**src/rtl/setbtn_pkg.sv**
```systemverilog
package setbtn_pkg;
  typedef enum logic {
    MODE_IDLE  = 1'b0,
    MODE_COMBO = 1'b1
  } combo_state_t;
endpackage

```
**src/rtl/sbc_tick_gen.sv**
```systemverilog
module sbc_tick_gen #(
  parameter int unsigned SCALE = 64
) (
  input  logic clk,
  input  logic rst_n,
  input  logic norm_mode,
  output logic tick
);
  localparam int unsigned CW = $clog2(SCALE + 1);

  logic [CW-1:0] cnt_q, cnt_d;
  logic          wrap;

  assign wrap = (cnt_q == CW'(SCALE - 1));

  always_comb begin
    cnt_d = wrap ? '0 : cnt_q + 1'b1;
  end

  always_ff @(posedge clk or negedge rst_n) begin
    if (!rst_n) cnt_q <= '0;
    else        cnt_q <= cnt_d;
  end

  assign tick = !norm_mode || wrap;
endmodule

```
**src/rtl/sbc_debounce.sv**
```systemverilog
module sbc_debounce #(
  parameter int unsigned DEB_TICKS = 8
) (
  input  logic clk,
  input  logic rst_n,
  input  logic tick,
  input  logic pin_n,
  output logic pressed
);
  localparam int unsigned CW = $clog2(DEB_TICKS + 1);

  logic [1:0]    sync_q;
  logic          samp;
  logic          db_q, db_d;
  logic [CW-1:0] cnt_q, cnt_d;

  assign samp = ~sync_q[1];

  always_comb begin
    db_d  = db_q;
    cnt_d = '0;
    if (samp != db_q) begin
      cnt_d = cnt_q;
      if (tick) begin
        if (cnt_q == CW'(DEB_TICKS - 1)) begin
          db_d  = samp;
          cnt_d = '0;
        end else begin
          cnt_d = cnt_q + 1'b1;
        end
      end
    end
  end

  always_ff @(posedge clk or negedge rst_n) begin
    if (!rst_n) begin
      sync_q <= 2'b11;
      db_q   <= 1'b0;
      cnt_q  <= '0;
    end else begin
      sync_q <= {sync_q[0], pin_n};
      db_q   <= db_d;
      cnt_q  <= cnt_d;
    end
  end

  assign pressed = db_q;
endmodule

```
**src/rtl/sbc_repeat.sv**
```systemverilog
module sbc_repeat #(
  parameter int unsigned SEC_TICKS = 64
) (
  input  logic clk,
  input  logic rst_n,
  input  logic tick,
  input  logic act,
  output logic strobe
);
  localparam int unsigned CW = $clog2(SEC_TICKS + 1);

  logic          act_q;
  logic [CW-1:0] cnt_q, cnt_d;
  logic          stb_q, stb_d;
  logic          due;

  assign due = act && act_q && tick && (cnt_q == CW'(SEC_TICKS - 1));

  always_comb begin
    stb_d = (act && !act_q) || due;
    if (!act || !act_q) cnt_d = '0;
    else if (tick)      cnt_d = due ? '0 : cnt_q + 1'b1;
    else                cnt_d = cnt_q;
  end

  always_ff @(posedge clk or negedge rst_n) begin
    if (!rst_n) begin
      act_q <= 1'b0;
      cnt_q <= '0;
      stb_q <= 1'b0;
    end else begin
      act_q <= act;
      cnt_q <= cnt_d;
      stb_q <= stb_d;
    end
  end

  assign strobe = stb_q;
endmodule

```
**src/rtl/set_button_ctrl.sv**
```systemverilog
module set_button_ctrl
  import setbtn_pkg::*;
#(
  parameter int unsigned SCALE     = 64,
  parameter int unsigned DEB_TICKS = 8,
  parameter int unsigned SEC_TICKS = 64
) (
  input  logic clk,
  input  logic rst_n,
  input  logic btn_hr_n,
  input  logic btn_min_n,
  input  logic set_en,
  input  logic norm_mode,
  input  logic clr_permit,
  output logic adv_hour,
  output logic adv_min,
  output logic seg_all_on,
  output logic disp_clr
);
  localparam int unsigned NBTN = 2;

  logic            tick;
  logic [NBTN-1:0] pins_n;
  logic [NBTN-1:0] held;
  logic [NBTN-1:0] live;
  logic [NBTN-1:0] act;
  logic [NBTN-1:0] stb;
  logic            both;
  logic            none;
  combo_state_t    st_q, st_d;
  logic            clr_q, clr_d;

  assign pins_n = {btn_min_n, btn_hr_n};

  sbc_tick_gen #(.SCALE(SCALE)) u_tick (
    .clk       (clk),
    .rst_n     (rst_n),
    .norm_mode (norm_mode),
    .tick      (tick)
  );

  for (genvar i = 0; i < NBTN; i++) begin : g_btn
    sbc_debounce #(.DEB_TICKS(DEB_TICKS)) u_deb (
      .clk     (clk),
      .rst_n   (rst_n),
      .tick    (tick),
      .pin_n   (pins_n[i]),
      .pressed (held[i])
    );

    assign live[i] = held[i] && set_en;
    assign act[i]  = live[i] && !both && (st_q == MODE_IDLE);

    sbc_repeat #(.SEC_TICKS(SEC_TICKS)) u_rep (
      .clk    (clk),
      .rst_n  (rst_n),
      .tick   (tick),
      .act    (act[i]),
      .strobe (stb[i])
    );
  end

  assign both = &live;
  assign none = ~|live;

  always_comb begin
    st_d  = st_q;
    clr_d = 1'b0;
    case (st_q)
      MODE_IDLE:  if (both) st_d = MODE_COMBO;
      MODE_COMBO: if (none) begin
        st_d  = MODE_IDLE;
        clr_d = clr_permit;
      end
      default:    st_d = MODE_IDLE;
    endcase
  end

  always_ff @(posedge clk or negedge rst_n) begin
    if (!rst_n) begin
      st_q  <= MODE_IDLE;
      clr_q <= 1'b0;
    end else begin
      st_q  <= st_d;
      clr_q <= clr_d;
    end
  end

  assign adv_hour   = stb[0];
  assign adv_min    = stb[1];
  assign seg_all_on = (st_q == MODE_COMBO);
  assign disp_clr   = clr_q;
endmodule

```
**config.mk**
```make
export PLATFORM = sky130hd
export DESIGN_NAME = set_button_ctrl
export DESIGN_NICKNAME = d
export VERILOG_FILES = /design/src/rtl/setbtn_pkg.sv /design/src/rtl/sbc_tick_gen.sv /design/src/rtl/sbc_debounce.sv /design/src/rtl/sbc_repeat.sv /design/src/rtl/set_button_ctrl.sv
export SDC_FILE = /design/constraint.sdc
export NUM_CORES = 1
export LEC_CHECK = 0
export ABC_CLOCK_PERIOD_IN_PS = 3600
export BUFFER_PORTS_ARGS = -buffer_cell sky130_fd_sc_hd__buf_2
export CAP_MARGIN = 20
export CORE_MARGIN = 2
export CORE_UTILIZATION = 55
export CTS_CLUSTER_DIAMETER = 150
export DETAILED_ROUTE_END_ITERATION = 12
export PLACE_DENSITY = 0.83
export SLEW_MARGIN = 30
export SYNTH_ARGS = -nofsm -noshare
export SYNTH_HDL_FRONTEND = slang
export SYNTH_SLANG_ARGS = --single-unit
```
**constraint.sdc**
```tcl
create_clock -name clk -period 3.6 [get_ports clk]
set_clock_uncertainty 0.2 [all_clocks]
set_input_delay 0.36 -clock clk [delete_from_list [all_inputs] [get_ports clk]]
set_output_delay 0.36 -clock clk [all_outputs]
set_load 0.02 [all_outputs]
```
==> results of run 1 <==
[worst min-delay path by stage]
| stage | slack, ns | to | cells after the start |
|---|---|---|---|
| after floorplan | -0.14 | disp_clr | 0 |
| after global placement | 0.15 | g_btn[0].u_deb.sync_q[1] | 0 |
| after detailed placement | 0.15 | g_btn[0].u_deb.sync_q[1] | 0 |
| after CTS | 0.06 | disp_clr | 2 |
| after global routing | 0.04 | disp_clr | 2 |
| final | 0.06 | disp_clr | 2 |
[cells by family after synthesis]
kind of cell               Yosys count  share of synthesized area (%)
adders and majority gates            5                           3.39
muxes                                1                          0.542
xor gates and xnor gates             6                           2.85
DFF                                 41                           55.9
buffers and inverters                9                           1.97
AOI/OAI and AO/OA                   45                           14.8
and+or+nand+nor                     71                           20.5
[final cells by class]
class / count / area share [%]
flip-flops and latches: 41 / 49.7
multi-input cells: 128 / 38.0
repair buffers: 14 / 5.18
well taps: 46 / 2.77
clock buffers: 6 / 1.99
clock inverters: 2 / 1.69
inverters: 4 / 0.723
[critical path: stages, from the launching register on]
cell and delay [ns]:
dfrtp_1 0.40, ha_1 0.21, nand3_2 0.16, o31a_2 0.55
or4_1 0.56, o21ai_0 0.09
[report_power, final]
part / switching, W / internal (W) / leakage, nW
logic: 0.0000303 / 0.0000188 / 0.332
clock network: 0.000147 / 0.000146 / 0.0422
registers: 0.00000749 / 0.000471 / 0.533
total: 0.000185 / 0.000635 / 0.907
[Yosys cell counts, types with 2 or more instances]
| cell type | count | area [µm²] |
|---|---|---|
| nand3_1 | 8 | 40.0 |
| dfrtp_1 | 37 | 926 |
| xor2_1 | 4 | 35.0 |
| a21oi_1 | 18 | 90.1 |
| and4bb_2 | 2 | 25.0 |
| xnor2_1 | 2 | 17.5 |
| buf_2 | 2 | 10.0 |
| or4_1 | 2 | 15.0 |
| a31oi_1 | 2 | 12.5 |
| and3_1 | 2 | 12.5 |
| nand3b_1 | 4 | 30.0 |
| nand2_1 | 26 | 97.6 |
| and2_1 | 3 | 18.8 |
| nor3_1 | 3 | 15.0 |
| nand4_1 | 2 | 12.5 |
| ha_1 | 5 | 62.6 |
| inv_1 | 4 | 15.0 |
| o311a_1 | 2 | 20.0 |
| dfstp_2 | 4 | 105 |
| o21a_1 | 2 | 15.0 |
| nor2b_1 | 2 | 12.5 |
| or3_1 | 9 | 56.3 |
| a21boi_0 | 2 | 15.0 |
| nor2_1 | 5 | 18.8 |
| o21ai_0 | 13 | 65.1 |
| clkbuf_1 | 3 | 11.3 |
[cell usage in the layout, fill, tap and decap left out, drive strengths merged, types with 3 or more instances in the layout]
cell type    count
a21oi           18
and2             3
buf             11
clkbuf           6
dfrtp           37
dfstp            4
dlygate4sd3      3
ha               5
inv              4
nand2           26
nand3            9
nand3b           4
nor2             5
nor3             3
o21ai           13
or3              9
xor2             4
[what timing repair did]
item,CTS,global route
endpoints found under the hold margin,39,0
setup endpoints to repair,0,0
hold buffers,3,0
[registers in the layout (all words and copies together) (netlist names)]
signal	flops
g_btn.u_rep.cnt_q	14
g_btn.u_deb.cnt_q	8
u_tick.cnt_q	7
g_btn.u_deb.sync_q	4
g_btn.u_deb.pressed	2
g_btn.u_rep.act_q	2
g_btn.u_rep.strobe	2
disp_clr	1
seg_all_on	1
[per-layer routing]
metal  vias to the layer above  routed length [µm]  part of all wire (%)  track usage, %
li1                        672                   -                     -               -
met1                       681                1500                    43            24.3
met2                        30                1770                    51            33.8
met3                         8                 116                   3.3            5.18
met4                         0                  97                   2.8            10.9
met5                         -                   0                     0               0
[stage by stage]
stage / util [%] / power [W] / cells
CTS: 62.1 / 0.000823 / 240
global placement: 58.8 / 0.000526 / 229
finish: 63.2 / 0.000820 / 241
global route: 63.2 / 0.000856 / 241
floorplan: - / 0.000510 / 178
detailed placement: 58.8 / 0.000529 / 229
==> results.ini, run 1 <==
[sta]
setup_viol = 0
hold_ws_ns = 0.0634
finalHoldViolCount = 0
post-route-period-util_pct = 61.9
worst_slew_margin_rel_pct = 58.0
rsz0062_at_grt = false
finalMaxSlewViolations = 0
tightest_slew_ns = 0.630
fin_ws_ns = 1.37
fin_setup_tns_ns = 0
min_period_ns = 2.23
max_freq_mhz = 449

[logic_synthesis]
synthArstFlopShare_pct = 100
synth_cells = 178
synth_edf_count = 0
netlist_area_um2 = 1850
syn_avg_cell_area_um2 = 10.4
ys.flop_type = dfrtp_1
synth.yosys.seq_area_share_pct = 55.9
synth_nets = 190
synth-seq-cells = 41
yosys_warnings = 0
yosysUniqueCellTypes = 36

[placement]
hpwl_um = 2430
place_area_um2 = 1930
place.gp.congestion = 0.759
pre_cts_ws_ns = 1.26
io_buffers = 10

[global_route]
grt_max_degree = 42
antenna_found_initial = 0
first_global_vias = 1334
grt_pass1_wl_um = 5610
overflow = 0
grt_util_all_layers_pct = 20.4

[route]
drc = 0
via_per_inst = 5.77
drt_iter0_drc = 76
via_count = 1391
avgRoutedWirePerCell_um = 14.5
drt-pass1-iter-count = 4
drt-total-wl_um = 3490
ant_nets = 0

[min_path]
worstHoldPathType = in -> reg
hold_start = clr_permit

[power]
p_leak_nw = 0.907
power.density_nw_per_um2 = 395
ir_drop_mv = 0.384

[clock_tree]
clk_pin_slew_ns = 0.13
cts-resized-gates = 0
clockBufferDepth = 2
clock-sinks = 41
cts_tree = built
h-tree-depth = 2
insertion_delay_ns = 0.36
cts_setup_buffers = 0
cts-root-buf = clkbuf_4
numCtsBuffers = 5

[worst_setup_path]
worstSetupEndpoint = g_btn[1].u_rep.cnt_q[5]
end_kind = register
cp-start-kind = register
reg2reg_to = g_btn[1].u_rep.cnt_q[5]
cp-startpoint = u_tick.cnt_q[0]
worstPathArrival_ns = 2.30
path_max_fanout = 30
rrSetupSlack_ns = 1.37
reg2reg_from = u_tick.cnt_q[0]
rr_worst_depth = 5
worstPathRequired_ns = 3.67
setup.worst_path.class = reg -> reg

[finish]
final_area_um2 = 2080
seqCellArea_um2 = 1030
fillers = 270
fin_nets = 206
area_growth_pct = 12.5
diodes = 0
drive_above_1_share_pct = 14.9
multi_input_area_um2 = 788

[die]
io_pins = 11
core_um2 = 3280
row_count = 21
die_area_um2 = 3830
die_y_um = 61.9
die_x_um = 61.9
initial_core_util_pct = 56.2

[job]
maxCapViolCount = 0

[status]
status = finished clean

Note: power is estimated with default switching activity, not from simulation.
==> run 2: changes to the inputs <==
ABC_CLOCK_PERIOD_IN_PS = 2100   (was 3600)
clock period = 2.1 ns   (was 3.6 ns; I/O delays follow)
==> results.ini, run 2 (synthesis gave the netlist of run 1 again) <==
[status]
status = finished clean

[die]
io_pins = 11
die_x_um = 61.9
die_y_um = 61.9
initial_core_util_pct = 56.2
die_area_um2 = 3830
row_count = 21
core_um2 = 3280

[route]
drt_iter0_drc = 82
via_per_inst = 5.56
ant_nets = 0
drt-total-wl_um = 3610
drc = 0
via_count = 1412
drt-pass1-iter-count = 4
avgRoutedWirePerCell_um = 14.2

[sta]
min_period_ns = 2.05
post-route-period-util_pct = 97.4
finalMaxSlewViolations = 0
hold_ws_ns = 0.150
tightest_slew_ns = 0.530
fin_ws_ns = 0.0538
max_freq_mhz = 489
setup_viol = 0
worst_slew_margin_rel_pct = 64.6
finalHoldViolCount = 0

[clock_tree]
clock-sinks = 41
insertion_delay_ns = 0.35
cts-root-buf = clkbuf_4
cts_tree = built
h-tree-depth = 2
clockBufferDepth = 2
numCtsBuffers = 5
clk_pin_slew_ns = 0.13

[finish]
drive_above_1_share_pct = 19.2
diodes = 0
top_register = g_btn.u_rep.cnt_q
final_common_cell = dfrtp_1
layout_common_cells = dfrtp_1, nand2_1, a21oi_1
area_growth_pct = 19.6
largest_reg_flops = 14
finalNonFillerCells = 254
largestRegisters = g_btn.u_rep.cnt_q x14, g_btn.u_deb.cnt_q x8, u_tick.cnt_q x7
fin_nets = 219
fillers = 238

[placement]
place_inst = 234
place.gp.congestion = 0.779
pre_cts_ws_ns = 0.0125
hpwl_um = 2420
io_buffers = 10

[worst_setup_path]
cp_slowest_cell = or4_1
setup.worst_path.class = reg -> reg
end_kind = register
crit_family = simple AND/OR/NAND/NOR gates
cp-start-kind = register
path_max_fanout = 5
worstPathArrival_ns = 2.13
path_cells = ha_4 -> nand3_4 -> o31a_1 -> buf_4 -> or4_1 -> o21ai_1
worst_path_largest_cell_delay_ns = 0.49
worstPathRequired_ns = 2.18
path_buf_inv = 1

[global_route]
gr-usage-met2_pct = 32.5
busiest_layer = met2
antenna_found_initial = 0
grt_max_degree = 26
use_met1_pct = 23.7
gr-usage-met3_pct = 7.45
first_global_vias = 1309
grt_util_all_layers_pct = 20.4
overflow = 0
grt_pass1_wl_um = 5530

[power]
ir_drop_mv = 0.504
p_leak_nw = 0.976
power.density_nw_per_um2 = 697

[job]
maxCapViolCount = 0

[min_path]
worstHoldPathType = in -> async

## run 2: worst register-to-register path, stage by stage, from the launching register on
cell     delay, ns
dfrtp_1       0.42
ha_4          0.17
nand3_4       0.09
o31a_1        0.37
buf_4         0.17
or4_1         0.49
o21ai_1       0.08
## run 2: final cells by class
cell class	count	area, µm²	share of cell area [%]
Sequential cell	41	1030	46.7
Clock buffer	5	37.5	1.70
Inverter	4	15.0	0.680
Multi-Input combinational cell	128	802	36.3
Timing Repair Buffer	27	199	9.01
Clock inverter	3	65.1	2.95
Tap cell	46	57.6	2.61
## run 2: final timing paths
check	from	slack (ns)	cells past startpoint	endpoint
worst max-delay path	u_tick.cnt_q[1]	0.05	6	g_btn[1].u_rep.cnt_q[5]
worst min-delay path	rst_n	0.15	2	g_btn[1].u_deb.cnt_q[2]
worst max register to register	u_tick.cnt_q[1]	0.05	6	g_btn[1].u_rep.cnt_q[5]
worst min register to register	g_btn[1].u_deb.sync_q[0]	0.16	0	g_btn[1].u_deb.sync_q[1]
max in group asynchronous	rst_n	0.92	3	g_btn[0].u_deb.sync_q[1]
min in group clk	g_btn[1].u_deb.sync_q[0]	0.16	0	g_btn[1].u_deb.sync_q[1]
## run 2: repair_timing
| action | 4_1_cts | 5_1_grt |
|---|---|---|
| pin swaps | 1 | 2 |
| endpoints found under the setup margin | 5 | 8 |
| buffers inserted | 0 | 5 |
| hold buffers | 7 | 0 |
| hold endpoints to repair | 29 | 0 |
| gates resized for setup | 0 | 6 |
## run 2: through the flow
step | TNS [ns] | cell area (µm²) | utilization [%] | power [W]
2_1_floorplan | 0 | 1850 | - | 0.000874
3_3_place_gp | 0 | 1970 | 60.0 | 0.000908
3_5_place_dp | 0 | 1970 | 60.0 | 0.000915
4_1_cts | 0 | 2140 | 65.2 | 0.00154
5_1_grt | -0.0335 | 2210 | 67.2 | 0.00160
6_report | 0 | 2210 | 67.2 | 0.00154
## run 2: where the power goes
part / leakage [nW] / total (W) / internal [W] / switching [W]
clock network: 0.0552 / 0.000626 / 0.000369 / 0.000258
registers: 0.533 / 0.000819 / 0.000807 / 0.0000122
logic: 0.388 / 0.0000919 / 0.0000379 / 0.0000540
total: 0.976 / 0.00154 / 0.00121 / 0.000324
## run 2: layer usage
metal	vias to the layer above	part of all wire [%]
li1	693	-
met1	676	43
met2	34	51
met3	9	3.4
met4	0	2.6
met5	-	0
